--- src/rtl/sbt_pkg.sv ---
package sbt_pkg;

  typedef enum logic [1:0] {
    OP_PRE = 2'd0,
    OP_ACT = 2'd1,
    OP_RD  = 2'd2,
    OP_WR  = 2'd3
  } sbt_op_e;

  // Occupancy loaded into a bank counter when a command is accepted.
  // A count of N keeps the bank closed for the next N cycles.
  function automatic int unsigned occupancy(input sbt_op_e op, input logic ap,
                                            input int unsigned t_act,
                                            input int unsigned t_pre);
    case (op)
      OP_ACT:  occupancy = t_act - 1;
      OP_PRE:  occupancy = t_pre - 1;
      default: occupancy = ap ? t_pre : 0;
    endcase
  endfunction

  // A column access may follow another one only in the same direction.
  function automatic logic dir_ok(input logic last_v, input logic last_wr,
                                  input logic want_wr);
    dir_ok = !last_v || (last_wr == want_wr);
  endfunction

endpackage

--- src/rtl/sbt_bank.sv ---
module sbt_bank
  import sbt_pkg::*;
#(
  parameter int ROW_W = 12,
  parameter int T_ACT = 3,
  parameter int T_PRE = 3,
  parameter int CW    = 3
) (
  input  logic             clk,
  input  logic             rst_n,
  input  logic             hit,
  input  logic [1:0]       op,
  input  logic             ap,
  input  logic [ROW_W-1:0] row,
  output logic             active,
  output logic             busy,
  output logic [ROW_W-1:0] row_q
);

  logic [CW-1:0] cnt;
  sbt_op_e       op_e;

  assign op_e = sbt_op_e'(op);
  assign busy = (cnt != '0);

  always_ff @(posedge clk) begin
    if (!rst_n) begin
      active <= 1'b0;
      row_q  <= '0;
      cnt    <= '0;
    end else if (hit) begin
      cnt <= CW'(occupancy(op_e, ap, T_ACT, T_PRE));
      case (op_e)
        OP_ACT: begin
          active <= 1'b1;
          row_q  <= row;
        end
        OP_PRE:  active <= 1'b0;
        default: if (ap) active <= 1'b0;
      endcase
    end else if (cnt != '0) begin
      cnt <= cnt - 1'b1;
    end
  end

endmodule

--- src/rtl/sbt_bus.sv ---
module sbt_bus
  import sbt_pkg::*;
#(
  parameter int CL = 3
) (
  input  logic clk,
  input  logic rst_n,
  input  logic col_fire,
  input  logic col_wr,
  output logic rd_ok,
  output logic wr_ok,
  output logic rd_valid
);

  logic          last_v;
  logic          last_wr;
  logic [CL-1:0] pipe;

  assign rd_ok    = dir_ok(last_v, last_wr, 1'b0);
  assign wr_ok    = dir_ok(last_v, last_wr, 1'b1);
  assign rd_valid = pipe[CL-1];

  always_ff @(posedge clk) begin
    if (!rst_n) begin
      last_v  <= 1'b0;
      last_wr <= 1'b0;
      pipe    <= '0;
    end else begin
      last_v  <= col_fire;
      if (col_fire) last_wr <= col_wr;
      pipe[0] <= col_fire && !col_wr;
      for (int i = 1; i < CL; i++) pipe[i] <= pipe[i-1];
    end
  end

endmodule

--- src/rtl/sdram_bank_tracker.sv ---
module sdram_bank_tracker
  import sbt_pkg::*;
#(
  parameter int NB    = 4,
  parameter int ROW_W = 12,
  parameter int T_ACT = 3,
  parameter int T_PRE = 3,
  parameter int CL    = 3
) (
  input  logic                clk,
  input  logic                rst_n,
  input  logic                cmd_valid,
  input  logic [1:0]          cmd_op,
  input  logic [1:0]          cmd_bank,
  input  logic [ROW_W-1:0]    cmd_row,
  input  logic                cmd_autopre,
  output logic [NB-1:0]       can_act,
  output logic [NB-1:0]       can_pre,
  output logic [NB-1:0]       can_rd,
  output logic [NB-1:0]       can_wr,
  output logic [NB-1:0]       bank_active,
  output logic [NB*ROW_W-1:0] bank_row,
  output logic                rd_valid,
  output logic                cmd_err
);

  localparam int TMAX = (T_ACT > T_PRE) ? T_ACT : T_PRE;
  localparam int CW   = $clog2(TMAX + 1);

  sbt_op_e       op_e;
  logic [NB-1:0] bank_busy;
  logic [NB-1:0] bank_hit;
  logic          sel_ok;
  logic          legal;
  logic          act_fire, pre_fire, col_fire, rd_fire, col_is_wr;
  logic          rd_ok, wr_ok;

  assign op_e = sbt_op_e'(cmd_op);

  for (genvar b = 0; b < NB; b++) begin : g_bank
    sbt_bank #(
      .ROW_W(ROW_W), .T_ACT(T_ACT), .T_PRE(T_PRE), .CW(CW)
    ) u_bank (
      .clk   (clk),
      .rst_n (rst_n),
      .hit   (bank_hit[b]),
      .op    (cmd_op),
      .ap    (cmd_autopre),
      .row   (cmd_row),
      .active(bank_active[b]),
      .busy  (bank_busy[b]),
      .row_q (bank_row[b*ROW_W +: ROW_W])
    );
    assign can_act[b]  = !bank_active[b] && !bank_busy[b];
    assign can_pre[b]  =  bank_active[b] && !bank_busy[b];
    assign can_rd[b]   =  bank_active[b] && !bank_busy[b] && rd_ok;
    assign can_wr[b]   =  bank_active[b] && !bank_busy[b] && wr_ok;
    assign bank_hit[b] = legal && (cmd_bank == b[1:0]);
  end

  always_comb begin
    case (op_e)
      OP_PRE:  sel_ok = can_pre[cmd_bank];
      OP_ACT:  sel_ok = can_act[cmd_bank];
      OP_RD:   sel_ok = can_rd[cmd_bank];
      default: sel_ok = can_wr[cmd_bank];
    endcase
  end

  assign legal     = cmd_valid && sel_ok;
  assign act_fire  = legal && (op_e == OP_ACT);
  assign pre_fire  = legal && (op_e == OP_PRE);
  assign col_fire  = legal && (op_e == OP_RD || op_e == OP_WR);
  assign col_is_wr = (op_e == OP_WR);
  assign rd_fire   = col_fire && !col_is_wr;

  sbt_bus #(.CL(CL)) u_bus (
    .clk     (clk),
    .rst_n   (rst_n),
    .col_fire(col_fire),
    .col_wr  (col_is_wr),
    .rd_ok   (rd_ok),
    .wr_ok   (wr_ok),
    .rd_valid(rd_valid)
  );

  always_ff @(posedge clk) begin
    if (!rst_n) cmd_err <= 1'b0;
    else        cmd_err <= cmd_valid && !sel_ok;
  end

endmodule

--- config.mk ---
export PLATFORM = sky130hd
export DESIGN_NAME = sdram_bank_tracker
export DESIGN_NICKNAME = d
export VERILOG_FILES = /design/src/rtl/sbt_pkg.sv /design/src/rtl/sbt_bank.sv /design/src/rtl/sbt_bus.sv /design/src/rtl/sdram_bank_tracker.sv
export SDC_FILE = /design/constraint.sdc
export NUM_CORES = 1
export LEC_CHECK = 0
export CORE_AREA = 2 2 86 130
export CTS_CLUSTER_SIZE = 16
export DETAILED_ROUTE_END_ITERATION = 12
export DIE_AREA = 0 0 88 132
export MAX_ROUTING_LAYER = met4
export PLACE_DENSITY_LB_ADDON = 0.3
export SYNTH_ARGS = -nofsm -noshare
export SYNTH_HDL_FRONTEND = slang
export SYNTH_HIERARCHICAL = 1
export SYNTH_SLANG_ARGS = --single-unit
--- constraint.sdc ---
create_clock -name clk -period 3.01 [get_ports clk]
set_input_delay 0.602 -clock clk [delete_from_list [all_inputs] [get_ports clk]]
set_output_delay 0.602 -clock clk [all_outputs]
set_load 0.02 [all_outputs]
# Word-level counts from Yosys, hierarchy flattened
# Index checks and enable logic that the tools add are counted.
# word_totals
register_bits	66
inputBits	20
out_inout_bits	70
# classes
addsub	4
magnitude_cmp	1
eq_ne	6
muxes	21
bitwise_logic	1
n_reduce_logical	58
# ops
op	n
logical AND 1 bit	24
two-way mux 2 bit	10
AND reduction 2 bit	8
nonzero test 2 bit	8
logical NOT 1 bit	11
binary-select mux 1 bit (select 2 bit)	4
equality test 2 bit (second input constant)	4
subtractor 2 x 1 -> 2 bit (second input constant)	4
two-way mux 1 bit	5
equality test 2 x 1 -> 1 bit (second input constant)	2
logical NOT 2 bit	2
logical OR 1 bit	3
< comparator 2 x 3 -> 1 bit (second input constant)	1
case mux 1 bit (3 select lines)	1
nonzero test 3 bit	1
case mux 1 bit (2 select lines)	1
OR reduction 2 bit	1
inverter 1 bit	1

# Depth between registers and ports, before layout
# depth
ltp_word	10
mapped_depth	11
depth_no_buf	10

# Cells and area by module
# The synthesis kept the hierarchy.
# by_module_without_submodules
module	n_inst	cells_each	area_per_inst_um2
sbt_bank	4	73	641.9
sdram_bank_tracker	1	44	351.6
sbt_bus	1	13	163.9

# Worst setup path after synthesis
# Ideal clock, no wire load.
# synth_timing
path_kind	input -> register
from	input port cmd_bank[1]
to	register g_bank[0].u_bank.row_q[0]
setup_time_ns	0.115
arrival_time_ns	2.444
required_ns	2.895
slack_ns	0.451
cell_stages	9
cell_sequence	buf_2 or3b_1 a21oi_1 o41ai_2 a211oi_1 nand3b_4 buf_6 nand3_1 o21ai_2
# synth_between
elab_chain_len	6
# synth_lines
element	line_no	text
from (decl)	sdram_bank_tracker.sv:14	input logic [1:0] cmd_bank,
binary-select mux 1 bit (select 2 bit) (on tied branches)	-	
two-way mux 1 bit (on tied branches)	-	
case mux 1 bit (3 select lines)	sdram_bank_tracker.sv:62	case (op_e)
logical AND 1 bit	sdram_bank_tracker.sv:70	assign legal = cmd_valid && sel_ok;
logical AND 1 bit (*)	sdram_bank_tracker.sv:58	assign bank_hit[b] = legal && (cmd_bank == b[1:0]);
net bank_hit[0]	sdram_bank_tracker.sv:32	logic [NB-1:0] bank_hit;
AND reduction 2 bit (no line) (*)	-	
to (signal assigned)	sbt_bank.sv:36	row_q <= row;
to (decl)	sbt_bank.sv:17	output logic [ROW_W-1:0] row_q
# Mark *: on every way through the listed nets, which the timed path passes. The rest lies on a longest branch. The select of a mux whose other input is x is not followed.
# A chain may end at the register's enable or synchronous reset.

# Worst setup path in the final report
# layout_timing
from	input port cmd_op[1]
to	register g_bank[1].u_bank.row_q[2]
# layout_between
elab_chain_len	5
# layout_lines
element	line_no	text
from (decl)	sdram_bank_tracker.sv:13	input logic [1:0] cmd_op,
equality test 2 bit (tied with other cells)	sdram_bank_tracker.sv:62	
case mux 1 bit (3 select lines) (*)	sdram_bank_tracker.sv:62	
logical AND 1 bit (*)	sdram_bank_tracker.sv:70	
logical AND 1 bit (*)	sdram_bank_tracker.sv:58	
net bank_hit[1]	sdram_bank_tracker.sv:32	
AND reduction 2 bit (no line) (*)	-	
to (signal assigned)	sbt_bank.sv:36	
to (decl)	sbt_bank.sv:17	
# Mark *: on every way through the listed nets, which the timed path passes. The rest lies on a longest branch.

==> flow_results.org <==
** Drt
- Via/cell ratio :: 4.58
- Overall via count from detail_route :: 2,694
- WL final :: 8.26 mm
- After detailed routing, the average wire length per cell comes to 14.0 um.
- After the first detailed-routing iteration, the DRC count stood at 76.
- Drt pass-1 iters :: 4
- DRC violation count after routing :: 0
- The detail route stage leaves a number of antenna-violating nets equal to 0.

** Cells and area
- Fraction of final layout cells with drive strength greater than 1 :: 0.155
- 0 antenna diodes ended up in the layout.
- The net count of the finished layout is 463.
- Finished Core Util :: 0.423
- Relative to the synthesized area, the layout overhead comes to 43.0%.
- Fill count :: 1,080

** Setup path
- Kind of critical path :: in -> reg
- Worst path required time :: 3220 ps
- Maximum fanout along the worst path :: 25
- Arrival @ worst endpoint :: 2900 ps
- The worst setup path is launched from an input pin.
- CP Capture Type :: flop

** Die
- Vertical die dimension :: 132 um
- In this run the standard cell core region covers 10,400 um^2.
- The die covers 11,600 um^2.
- The floorplan has 46 rows.
- I/O pins :: 90
- Initial Util :: 0.296
- Die W :: 88 um

** STA
- Ratio of final minimum period to clock period :: 0.891
- The final-report hold violation count came to 0.
- Skew final :: 8.92 ps
- Final-report max-slew violation count :: 0
- Setup violations remaining at the end of the flow were counted as 0.
- Static timing analysis puts the maximum clock frequency at 373 MHz.
- Least-Margin Pin Slew :: 613 ps
- Slew HR :: 0.591
- Counting I/O delays and the setup requirement, the final critical path takes 2680 ps.
- Setup repair after global routing left no endpoint under its margin.

** Synthesis
- In this run, distinct cell masters in the synthesized netlist total 33.
- Most frequently used cell type in the post-synthesis netlist :: sky130_fd_sc_hd__dfxtp_1
- Leading register cell type out of synthesis :: sky130_fd_sc_hd__dfxtp_1
- Of the post-synthesis cell area, the dominant cell type holds 0.429.
- Number of instances in the synthesized netlist :: 349
- Post-synthesis sequential area ratio :: 0.429
- The mapped netlist covers 3080 um^2.
- Yosys synthesis warning count :: 6
- Number of nets produced by synthesis :: 373
- Counting flops and latches in the post-synthesis netlist gives 66.
- Averaged over all synthesized cells, the footprint is 8.83 um^2.
- Number of enable-type register cells in the synthesized netlist :: 0
- The largest total area in the synthesized netlist belongs to sky130_fd_sc_hd__dfxtp_1.
- Top cell types by occurrence after synthesis :: sky130_fd_sc_hd__dfxtp_1 (66), sky130_fd_sc_hd__nand2_1 (53), sky130_fd_sc_hd__nand3_1 (53)
- By area the synthesized netlist is led by sky130_fd_sc_hd__dfxtp_1 (43%), sky130_fd_sc_hd__nand3_1 (8.6%), sky130_fd_sc_hd__o21ai_2 (6.8%).
- For this run, asynchronously set or reset flops after synthesis account for 0.

** Placed design
- Once detailed placement completed, the half-perimeter wirelength came to 6.03 mm.
- Number of input and output port buffers inserted :: 89
- Final GP Congestion :: 0.768

** Power
- Of the total power, the share spent switching nets is 0.263.
- Total power :: 0.00262 W
- Portion of total power attributed to the clock network :: 0.445
- Internal power of the cells :: 0.00193 W
- Reg power frac :: 0.358
- Static Leakage :: 1.69 nW
- Switching Power :: 0.000691 W
- Comb power frac :: 0.196
- Peak supply drop :: 0.000338 V
- For this design the ratio of total power to cell area is 595 nW/um^2.

** CTS
- For this design, the sink count on the clock tree is 66.
- Quantity of hold-fixing buffers added after cts :: 0
- Clock latency on the worst-skew pair, taken at its later pin, is 330 ps.
- The H-tree was split into 3 levels.
- The number of clock buffers added by TritonCTS is 9.
- The clock passes through at most 2 buffers.
- Clock-pin transition on the worst setup and hold timing paths :: 50 ps
- Post-CTS setup buffer count :: 0
- Clock Root Buffer :: sky130_fd_sc_hd__clkbuf_16
- CTS tree :: built
- Number of gates given a new drive strength after cts :: 0

** Global routing
- The number of global-route vias before repair came to 2,516.
- Largest net degree at the start of global routing :: 64
- For this run, the total global-route usage over all layers was measured as 0.151.
- Initial antenna violation count :: 0
- Aggregate global routing overflow :: 0
- The first global-routing pass estimated 12.8 mm of wire.

** Status
- Run status :: finished clean

** Run
- Max-cap violations in this run came to 0.

** Min path
- Worst Hold Class :: reg -> reg
-- logic make-up (layout without fill, tap and decap cells) --
logic type                 after synthesis  after routing  synth area share
buffers and inverters                   42            137            0.0791
AOI/OAI and AO/OA                       78             78             0.179
muxes                                    3              3            0.0138
DFF                                     66             66             0.429
and+or+nand+nor                        152            152             0.272
xor gates and xnor gates                 4              4            0.0114
adders and majority gates                4              4            0.0162
-- placed cells by master (no fill, tap or decap), types with 3 or more instances in the layout --
cell type | Yosys | final
sky130_fd_sc_hd__o21ai_2 | 24 | 24
sky130_fd_sc_hd__nand2_1 | 53 | 53
sky130_fd_sc_hd__nor2_1 | 9 | 9
sky130_fd_sc_hd__nor2b_4 | 5 | 5
sky130_fd_sc_hd__clkbuf_16 | 0 | 9
sky130_fd_sc_hd__xor2_1 | 4 | 4
sky130_fd_sc_hd__a211oi_1 | 13 | 13
sky130_fd_sc_hd__and2_2 | 4 | 4
sky130_fd_sc_hd__nand3_1 | 53 | 53
sky130_fd_sc_hd__buf_4 | 4 | 12
sky130_fd_sc_hd__a21boi_1 | 4 | 4
sky130_fd_sc_hd__o21ai_1 | 24 | 24
sky130_fd_sc_hd__and2_1 | 11 | 11
sky130_fd_sc_hd__clkdlybuf4s50_1 | 0 | 88
sky130_fd_sc_hd__ha_1 | 4 | 4
sky130_fd_sc_hd__o21ai_0 | 8 | 8
sky130_fd_sc_hd__inv_1 | 21 | 21
sky130_fd_sc_hd__nor2b_1 | 5 | 5
sky130_fd_sc_hd__clkbuf_8 | 0 | 3
sky130_fd_sc_hd__nand3b_4 | 4 | 4
sky130_fd_sc_hd__dfxtp_1 | 66 | 66
-- flip-flops by register name (all words and copies together) (netlist names) --
signal                count
cmd_err                   1
g_bank.u_bank/active      4
g_bank.u_bank/cnt         8
g_bank.u_bank/row_q      48
u_bus/last_v              1
u_bus/last_wr             1
u_bus/pipe                3
-- power by group through the flow --
stage	Clock [W]	Sequential (W)	Combinational (W)
3_5_place_dp	0	0.000959	0.000519
2_1_floorplan	0	0.000962	0.000332
5_1_grt	0.00123	0.000944	0.000570
4_1_cts	0.00119	0.000940	0.000521
6_report	0.00117	0.000940	0.000514
3_3_place_gp	0	0.000957	0.000503
-- through the flow --
step                      TNS (ps)  instance area [um^2]  std cells  hold WS [ps]  worst slack (ps)
after floorplan                  0                  3080        349           420               451
after global placement        -271                  4070        572           432             -29.1
after detailed placement      -261                  4070        572           434             -37.2
after CTS                        0                  4410        588           444               316
after global routing             0                  4410        588           453               136
final                            0                  4410        588           439               329
-- worst max-delay path, cell delays in order --
cell and delay (ps):
sky130_fd_sc_hd__clkdlybuf4s50_1 750, sky130_fd_sc_hd__mux2i_1 280, sky130_fd_sc_hd__nand2_1 160, sky130_fd_sc_hd__a211oi_1 350, sky130_fd_sc_hd__buf_4 210, sky130_fd_sc_hd__nand3b_4 270
sky130_fd_sc_hd__nand3_1 200, sky130_fd_sc_hd__o21ai_2 70
-- routing by layer --
layer	track usage	wire length, um
met4	0.0761	250
met1	0.171	3510
met2	0.244	4150
met3	0.0344	353
met5	-	0
-- final cells by class --
| cell class | count | area, um^2 | area share |
|---|---|---|---|
| clock inverters | 4 | 72.6 | 0.0165 |
| flip-flops and latches | 66 | 1320 | 0.300 |
| clock buffers | 12 | 267 | 0.0605 |
| well taps | 144 | 180 | 0.0409 |
| multi-input cells | 241 | 1520 | 0.344 |
| repair buffers | 100 | 971 | 0.220 |
| inverters | 21 | 78.8 | 0.0179 |
-- path summary, 6_finish.rpt --
check                                              from                   endpoint  slack (ps)  cells after the start
worst max-delay path                          cmd_op[1]  g_bank[1].u_bank/row_q[2]         330                      8
worst min-delay path                      u_bus/pipe[0]              u_bus/pipe[1]         440                      1
worst max register to register  g_bank[2].u_bank/cnt[0]  g_bank[1].u_bank/row_q[2]         420                     11
worst min register to register            u_bus/pipe[0]              u_bus/pipe[1]         440                      1
(Power assumes the default switching activity.)
